`src/rtl/sst_pkg.sv`:
```
package sst_pkg;
  localparam int unsigned DIV_W  = 4;
  localparam int unsigned LEN_W  = 5;
  localparam int unsigned FRM_W  = 7;
  localparam int unsigned CFG_DW = 8;
  localparam int unsigned CFG_AW = 2;

  localparam logic [CFG_AW-1:0] ADDR_DIV = 2'd0;
  localparam logic [CFG_AW-1:0] ADDR_LEN = 2'd1;
  localparam logic [CFG_AW-1:0] ADDR_FRM = 2'd2;

  localparam logic [DIV_W-1:0] DIV_RST = 4'd1;
  localparam logic [LEN_W-1:0] LEN_RST = 5'd17;
  localparam logic [FRM_W-1:0] FRM_RST = 7'd25;

  typedef struct packed {
    logic [DIV_W-1:0] div;
    logic [LEN_W-1:0] len;
    logic [FRM_W-1:0] frm;
  } sst_cfg_t;
endpackage

```
`src/rtl/sst_cfg_regs.sv`:
```
module sst_cfg_regs
  import sst_pkg::*;
(
  input  logic              clk_i,
  input  logic              rst_ni,
  input  logic              we_i,
  input  logic [CFG_AW-1:0] addr_i,
  input  logic [CFG_DW-1:0] wdata_i,
  output sst_cfg_t          cfg_o,
  output logic              restart_o
);
  sst_cfg_t cfg_q;

  always_ff @(posedge clk_i or negedge rst_ni) begin
    if (!rst_ni) begin
      cfg_q.div <= DIV_RST;
      cfg_q.len <= LEN_RST;
      cfg_q.frm <= FRM_RST;
    end else if (we_i) begin
      unique case (addr_i)
        ADDR_DIV: cfg_q.div <= wdata_i[DIV_W-1:0];
        ADDR_LEN: cfg_q.len <= wdata_i[LEN_W-1:0];
        ADDR_FRM: cfg_q.frm <= wdata_i[FRM_W-1:0];
        default:  ;
      endcase
    end
  end

  assign cfg_o     = cfg_q;
  assign restart_o = we_i && (addr_i == ADDR_DIV || addr_i == ADDR_LEN || addr_i == ADDR_FRM);

  AST_UNMAPPED_HOLD: assert property (@(posedge clk_i) disable iff (!rst_ni)
    (we_i && addr_i == 2'd3) |=> $stable(cfg_q)) else $error("unmapped write changed cfg");
endmodule

```
`src/rtl/sst_bitclk.sv`:
```
module sst_bitclk
  import sst_pkg::*;
(
  input  logic             clk_i,
  input  logic             rst_ni,
  input  logic             restart_i,
  input  logic [DIV_W-1:0] div_i,
  output logic             tick_o,
  output logic             sclk_o
);
  localparam int unsigned CW = DIV_W + 1;

  logic [DIV_W-1:0] cnt_q;
  logic [CW-1:0]    half;

  assign half   = ({1'b0, div_i} + CW'(1)) >> 1;
  assign tick_o = (cnt_q >= div_i);
  assign sclk_o = ({1'b0, cnt_q} >= half);

  always_ff @(posedge clk_i or negedge rst_ni) begin
    if (!rst_ni)        cnt_q <= '0;
    else if (restart_i) cnt_q <= '0;
    else if (tick_o)    cnt_q <= '0;
    else                cnt_q <= cnt_q + 1'b1;
  end

  AST_DIV_BOUND: assert property (@(posedge clk_i) disable iff (!rst_ni)
    cnt_q <= div_i) else $error("divider count overran");
  AST_TICK_HIGH: assert property (@(posedge clk_i) disable iff (!rst_ni)
    (tick_o && div_i != '0) |-> sclk_o) else $error("sclk low at slot end");
endmodule

```
`src/rtl/sst_framer.sv`:
```
module sst_framer
  import sst_pkg::*;
#(
  parameter int unsigned SMP_W = 1 << LEN_W
) (
  input  logic             clk_i,
  input  logic             rst_ni,
  input  logic             restart_i,
  input  logic             tick_i,
  input  logic [LEN_W-1:0] len_i,
  input  logic [FRM_W-1:0] frm_i,
  input  logic             s_valid_i,
  input  logic [SMP_W-1:0] s_data_i,
  output logic             s_ready_o,
  output logic             sdata_o,
  output logic             fsync_o
);
  localparam int unsigned EW = (FRM_W > LEN_W ? FRM_W : LEN_W) + 1;

  logic [FRM_W-1:0] slot_q;
  logic [SMP_W-1:0] shreg_q;
  logic             last_slot;
  logic             in_word;
  logic [EW-1:0]    word_end;

  assign last_slot = (slot_q >= frm_i);
  assign word_end  = EW'(len_i) + EW'(1);
  assign in_word   = (slot_q != '0) && (EW'(slot_q) <= word_end);
  assign s_ready_o = tick_i && last_slot && !restart_i;
  assign fsync_o   = (slot_q == '0);
  assign sdata_o   = in_word && shreg_q[len_i];

  always_ff @(posedge clk_i or negedge rst_ni) begin
    if (!rst_ni) begin
      slot_q  <= '0;
      shreg_q <= '0;
    end else if (restart_i) begin
      slot_q  <= '0;
      shreg_q <= '0;
    end else if (tick_i) begin
      if (last_slot) begin
        slot_q  <= '0;
        shreg_q <= s_valid_i ? s_data_i : '0;  // idle frame sends zeros
      end else begin
        slot_q <= slot_q + 1'b1;
        if (slot_q != '0) shreg_q <= shreg_q << 1;
      end
    end
  end

  AST_READY_FRAME_END: assert property (@(posedge clk_i) disable iff (!rst_ni)
    s_ready_o |=> fsync_o) else $error("ready not at frame end");
  AST_RESTART_SYNC: assert property (@(posedge clk_i) disable iff (!rst_ni)
    restart_i |=> (fsync_o && !sdata_o && shreg_q == '0)) else $error("restart not clean");
  AST_SLOT_BOUND: assert property (@(posedge clk_i) disable iff (!rst_ni)
    slot_q <= frm_i) else $error("slot beyond frame");
  AST_FSYNC_QUIET: assert property (@(posedge clk_i) disable iff (!rst_ni)
    fsync_o |-> !sdata_o) else $error("data during sync slot");
endmodule

```
`src/rtl/serial_sample_tx.sv`:
```
module serial_sample_tx
  import sst_pkg::*;
(
  input  logic              clk_i,
  input  logic              rst_ni,
  input  logic              cfg_we_i,
  input  logic [CFG_AW-1:0] cfg_addr_i,
  input  logic [CFG_DW-1:0] cfg_wdata_i,
  input  logic              s_valid_i,
  input  logic [31:0]       s_data_i,
  output logic              s_ready_o,
  output logic              sclk_o,
  output logic              sdata_o,
  output logic              fsync_o
);
  localparam int unsigned SMP_W = 1 << LEN_W;

  sst_cfg_t cfg;
  logic     restart;
  logic     tick;

  sst_cfg_regs u_cfg (
    .clk_i     (clk_i),
    .rst_ni    (rst_ni),
    .we_i      (cfg_we_i),
    .addr_i    (cfg_addr_i),
    .wdata_i   (cfg_wdata_i),
    .cfg_o     (cfg),
    .restart_o (restart)
  );

  sst_bitclk u_bitclk (
    .clk_i     (clk_i),
    .rst_ni    (rst_ni),
    .restart_i (restart),
    .div_i     (cfg.div),
    .tick_o    (tick),
    .sclk_o    (sclk_o)
  );

  sst_framer #(.SMP_W(SMP_W)) u_framer (
    .clk_i     (clk_i),
    .rst_ni    (rst_ni),
    .restart_i (restart),
    .tick_i    (tick),
    .len_i     (cfg.len),
    .frm_i     (cfg.frm),
    .s_valid_i (s_valid_i),
    .s_data_i  (s_data_i),
    .s_ready_o (s_ready_o),
    .sdata_o   (sdata_o),
    .fsync_o   (fsync_o)
  );

  AST_WRITE_RESYNC: assert property (@(posedge clk_i) disable iff (!rst_ni)
    restart |=> (fsync_o && !s_ready_o)) else $error("write did not resync");
endmodule

```
`config.mk`:
```
export PLATFORM = sky130hd
export DESIGN_NAME = serial_sample_tx
export DESIGN_NICKNAME = d
export VERILOG_FILES = /design/src/rtl/sst_pkg.sv /design/src/rtl/sst_cfg_regs.sv /design/src/rtl/sst_bitclk.sv /design/src/rtl/sst_framer.sv /design/src/rtl/serial_sample_tx.sv
export SDC_FILE = /design/constraint.sdc
export NUM_CORES = 1
export LEC_CHECK = 0
export ABC_AREA = 1
export BUFFER_PORTS_ARGS = -buffer_cell sky130_fd_sc_hd__buf_4
export CORE_MARGIN = 5
export CORE_UTILIZATION = 35
export CTS_CLUSTER_DIAMETER = 100
export DETAILED_ROUTE_END_ITERATION = 12
export RECOVER_POWER = 25
export SETUP_SLACK_MARGIN = 0.2
export SLEW_MARGIN = 20
export SYNTH_ARGS = -nofsm -noshare
export SYNTH_HDL_FRONTEND = slang
export SYNTH_SLANG_ARGS = --single-unit
```
`constraint.sdc`:
```
create_clock -name clk_i -period 2.4 [get_ports clk_i]
set_input_delay 0.12 -clock clk_i [delete_from_list [all_inputs] [get_ports clk_i]]
set_output_delay 0.12 -clock clk_i [all_outputs]
set_load 0.1 [all_outputs]
```
Yosys cells after proc, flatten, opt, wreduce, memory -nomap -nowiden
Cells that the tools add are included.

operators by class
  add/sub/neg operators = 4
  $lt $le $gt $ge = 5
  eq/ne operators = 2
  multiplexer cells = 12
  reduce and logical (&&, ||, !) cells = 17

operators by type and width
  kind                                                        count
  two-way mux 32 bit                                          5
  two-way mux 7 bit                                           3
  >= comparator 4 bit                                         2
  less-or-equal comparator 7 x 8 -> 1 bit                     1
  two-way mux 4 bit                                           2
  AND reduction 2 bit                                         4
  adder 7 x 1 -> 7 bit, second input constant                 1
  >= comparator 7 bit                                         1
  logical NOT 7 bit                                           1
  nonzero test 7 bit                                          1
  adder 5 x 1 -> 6 bit, second input constant                 1
  less-than comparator 5 x 6 -> 1 bit, second input constant  1
  adder 4 x 1 -> 5 bit, second input constant                 1
  binary-select mux 1 bit (select 5 bit)                      1
  logical AND 1 bit                                           5
  adder 4 x 1 -> 4 bit, second input constant                 1
  nonzero test 3 bit                                          1
  == test 2 x 1 -> 1 bit, second input constant               1
  == test 2 bit, second input constant                        1
  logical NOT 2 bit                                           1
  logical OR 1 bit                                            2
  nonzero test 2 bit                                          1
  logical NOT 1 bit                                           1
  two-way mux 1 bit                                           1

word-level totals
  register bits after elaboration = 59
  input port bits = 46
  output and inout port bits = 4
  logic and storage cells = 46

Longest topological paths before layout
  depth after elaboration = 6
  depth in mapped cells = 15
  mapped depth without buffers = 13

Modules after synthesis
A second synthesis with hierarchy kept.

second synthesis, totals
  cells, all modules = 566
  area total of the unflattened synthesis = 4087.7 um^2

modules (own cells, without submodules)
  module        instances  cells an instance  area each (um^2)  sequential area each (um^2)
  sst_framer    1          441                2950.3            975.9
  sst_cfg_regs  1          75                 725.7             407.9
  sst_bitclk    1          50                 411.6             100.1

Least setup slack after synthesis
No wires, ideal clock.

  kind = reg2out
  from = reg u_cfg.cfg_q, in the netlist u_cfg.cfg_o[7]
  to = out sdata_o
  arrival time = 3.313 ns
  required time = 2.280 ns
  slack = -1.033 ns
  stages on the path, launching flop included = 16
  path buffers = 2
  cell sequence = dfstp_2 buf_2 inv_2 buf_2 nor3_1 xor2_1 ha_1 nand2_1 inv_1 nand2_1 nand2_1 nand2_1 nand2_1 a21oi_1 nand2_1 nor2_1

on the way
  word-level cells in the longest chain between the ends = 4
  elaborated cells on any way between the ends = 6
  those cells by class = add/sub: 1; order compare: 1; mux: 2; reduce/logical: 2

RTL lines
  what                                     line                    RTL
  start, declared                          sst_cfg_regs.sv:12      sst_cfg_t cfg_q;
  adder 5 x 1 -> 6 bit                     sst_framer.sv:27        assign word_end = EW'(len_i) + EW'(1);
  less-or-equal comparator 7 x 8 -> 1 bit  sst_framer.sv:28        assign in_word = (slot_q != '0) && (EW'(slot_q) <= word_end);
  logical AND 1 bit                        sst_framer.sv:28
  logical AND 1 bit *                      sst_framer.sv:31        assign sdata_o = in_word && shreg_q[len_i];
  end, declared                            serial_sample_tx.sv:13  output logic sdata_o,

Every way passes the cells marked *; elsewhere a longest branch is shown, timed or not. The select of a mux whose other input is x is not followed.

Worst setup path in the final report
Ends and elaborated chain as after synthesis.

==> flow_metrics.py <==
metrics = {
    "placed_design": {
        "portBuffers": 48,
        "placed_area_mm2": 0.004418,
        "gp_congestion": 0.8073,
        "preCtsSetupSlack_ps": -4.052,
        "dp.final_hpwl_um": 6694,
    },
    "global_route": {
        "grt_pass1_wl_um": 15980,
        "grt_pass1_vias": 3455,
        "grt_overflow": 0,
        "antenna_found_initial": 0,
        "grt_max_degree": 60,
        "grt_usage_pct": 14.91,
    },
    "finish": {
        "regArea_mm2": 0.001485,
        "n_antenna_cell": 0,
        "syn_to_final_growth_pct": 29.30,
        "drive_gt1_share_pct": 19.41,
        "layout_commonest_cell": "nand2_1",
        "fin_nets": 675,
        "design_area_mm2": 0.004986,
        "final_cell_mix": "nand2_1 (235), buf_4 (52), dfrtp_1 (52), o21ai_0 (49), inv_1 (41)",
        "multi_input_area_mm2": 0.002186,
        "fill_cells": 1112,
    },
    "floorplanning": {
        "fp-row-count": 38,
        "fp.coreArea_mm2": 0.01084,
        "start_util_pct": 35.57,
        "dieArea_mm2": 0.01322,
        "fp.dieH_um": 115.0,
        "die_w_um": 115.0,
        "num_io_pins": 50,
    },
    "cts": {
        "cts_buffer_depth": 2,
        "cts_sinks": 59,
        "cts_tree": "built",
        "cts_made_buffers": 9,
        "path_clk_slew_ps": 70,
        "h-tree-depth": 3,
        "clk_latency_ps": 340,
        "cts_root_buf": "clkbuf_8",
    },
    "synthesis": {
        "yosysSeqAreaShare_pct": 38.48,
        "syn-mean-instance-area_um2": 7.102,
        "ys_warn_count": 0,
        "syn-cell-area_mm2": 0.003856,
        "synth_cells": 543,
        "synth_seq_cells": 59,
        "ys_types": 31,
        "syn_nets": 615,
    },
    "power_and_ir_drop": {
        "irDropWorstVdd_mv": 1.045,
        "leakage_nw": 2.533,
        "p_per_area_mw_per_mm2": 845.8,
        "design_power_total_mw": 4.217,
    },
    "outcome": {
        "violations": "max-capacitance violations, negative setup slack",
        "status": "complete, but fails checks",
    },
    "setup_path": {
        "critPathKind": "register to primary output",
        "required_ps": 2280,
        "worstPathMaxFanout": 2,
        "crit_path_cell_trace": "buf_6 > inv_4 > nor3_4 > xor2_1 > ha_1 > a21oi_1 > nand2_1 > nand2_1 > nand2_1 > a21oi_2 > nand2_1 > nor2_4 > buf_12",
        "crit_arrival_ps": 2440,
        "cp_slowest_stage_delay_ps": 540,
        "cpLargestDelayFamily": "flip-flops",
        "crit_path_end_kind": "primary output",
        "critPathBufInv": 3,
        "start_kind": "register",
        "slowest_stage": "dfstp_2",
        "crit_top_cell": "nand2_1",
    },
    "sta": {
        "worst_slack_ps": -160.3,
        "max_slew_margin_pct": 0.05717,
        "setup_violations": 1,
        "grt_setup_unrepaired": "yes",
        "final_max_slew_viol_count": 0,
        "fin_crit_sh_pct": 106.7,
        "fin_setup_tns_ps": -160.3,
        "period_needed_ps": 2560,
        "fin_skew_ps": 8.696,
        "tightest_slew_ps": 1499,
        "max_freq_mhz": 390.6,
        "hold_violations": 0,
    },
    "detailed_routing": {
        "drc": 0,
        "vias": 3603,
        "wl_met2_um": 4740,
        "ant_nets": 0,
        "topRoutingLayerUsed": "met4",
        "drt_wl_total_um": 10050,
        "drtIter0Drc": 253,
        "first_pass_iters": 5,
        "avgRoutedWirePerCell_um": 13.44,
        "via_per_inst": 4.817,
        "wl_met3_um": 472,
        "drt-met1-wl_um": 4720,
    },
    "min_path": {
        "holdCritPathClass": "primary input to register",
    },
    "job": {
        "drv_cap": 1,
    },
}
==> kinds of logic after synthesis <==
group	after synthesis	share of synthesized area [%]
DFF	59	38.48
AOI/OAI and AO/OA	68	9.637
and+or+nand+nor	309	32.64
adders and majority gates	26	8.436
xor gates and xnor gates	12	2.726
buffers and inverters	69	8.079
==> cells in the mapped netlist, drive strengths merged <==
cell	instances	area share, %
buf	15	2.8
xnor2	3	0.68
nand3b	1	0.19
nand2	238	23
inv	45	4.4
nor3	5	0.65
dfrtp	53	34
o21ai	54	7.3
clkinv	1	0.097
a21oi	12	1.9
o211ai	1	0.19
xor2	9	2.0
nor2	16	1.8
o21bai	1	0.19
and2	1	0.16
nand4	7	1.1
nand3	41	5.5
clkbuf	8	0.84
dfstp	6	4.1
ha	26	8.4
==> routing by layer <==
| layer | up-vias | global-route usage, % |
|---|---|---|
| li1 | 1854 | - |
| met1 | 1671 | 19.57 |
| met2 | 70 | 24.46 |
| met3 | 8 | 3.579 |
| met4 | 0 | 4.460 |
| met5 | - | 0 |
==> area by class of cell <==
type                       instances  share of cell area, %
clock inverter                     5                  2.008
timing repair buffer              72                  14.48
tap                              140                  3.513
sequential                        59                  29.79
inverter                          46                  3.538
multi-input combinational        415                  43.84
clock buffer                      11                  2.836
==> flip-flops by register name, summed over array words and instances, names as in the netlist <==
name,count
u_framer.shreg_q,32
u_cfg.cfg_o,16
u_framer.slot_q,7
u_bitclk.cnt_q,4
==> through the flow <==
stage | util [%] | hold slack, ps | instances
after floorplan | - | -175.6 | 543
after global placement | 40.75 | 245.7 | 720
after detailed placement | 40.75 | 240.6 | 720
after CTS | 44.01 | 12.10 | 742
after global routing | 45.99 | 18.60 | 748
final | 45.99 | 23.82 | 748
==> worst paths after layout <==
path / startpoint / endpoint / slack, ps / cells past startpoint
max in group asynchronous: rst_ni / u_framer.slot_q[6] / 740 / 2
min in group asynchronous: rst_ni / u_framer.shreg_q[14] / 680 / 2
hold reg to reg: u_bitclk.cnt_q[0] / u_bitclk.cnt_q[0] / 480 / 1
setup / recovery: u_cfg.cfg_o[7] / sdata_o / -160 / 13
setup reg to reg: u_cfg.cfg_o[3] / u_framer.shreg_q[1] / 330 / 13
hold / removal: cfg_wdata_i[5] / u_cfg.cfg_o[5] / 20 / 3
==> repair_timing <==
| item | 4_1_cts | 5_1_grt |
|---|---|---|
| resized for setup | 15 | 20 |
| buffers inserted | 5 | 1 |
| endpoints found under the setup margin | 3 | 20 |
| gates cloned | 0 | 5 |
| hold buffers | 1 | 0 |
| pin swaps | 7 | 10 |
| hold endpoints to repair | 53 | 0 |
==> power breakdown <==
group	internal, mW	switching, mW
clock	0.715	0.407
sequential	1.10	0.101
combinational	0.733	1.16
==> worst min-delay path, stage by stage <==
cell     delay [ps]
buf_4            80
nor2_1           30
a21oi_1          90
(Power assumes the default switching activity.)
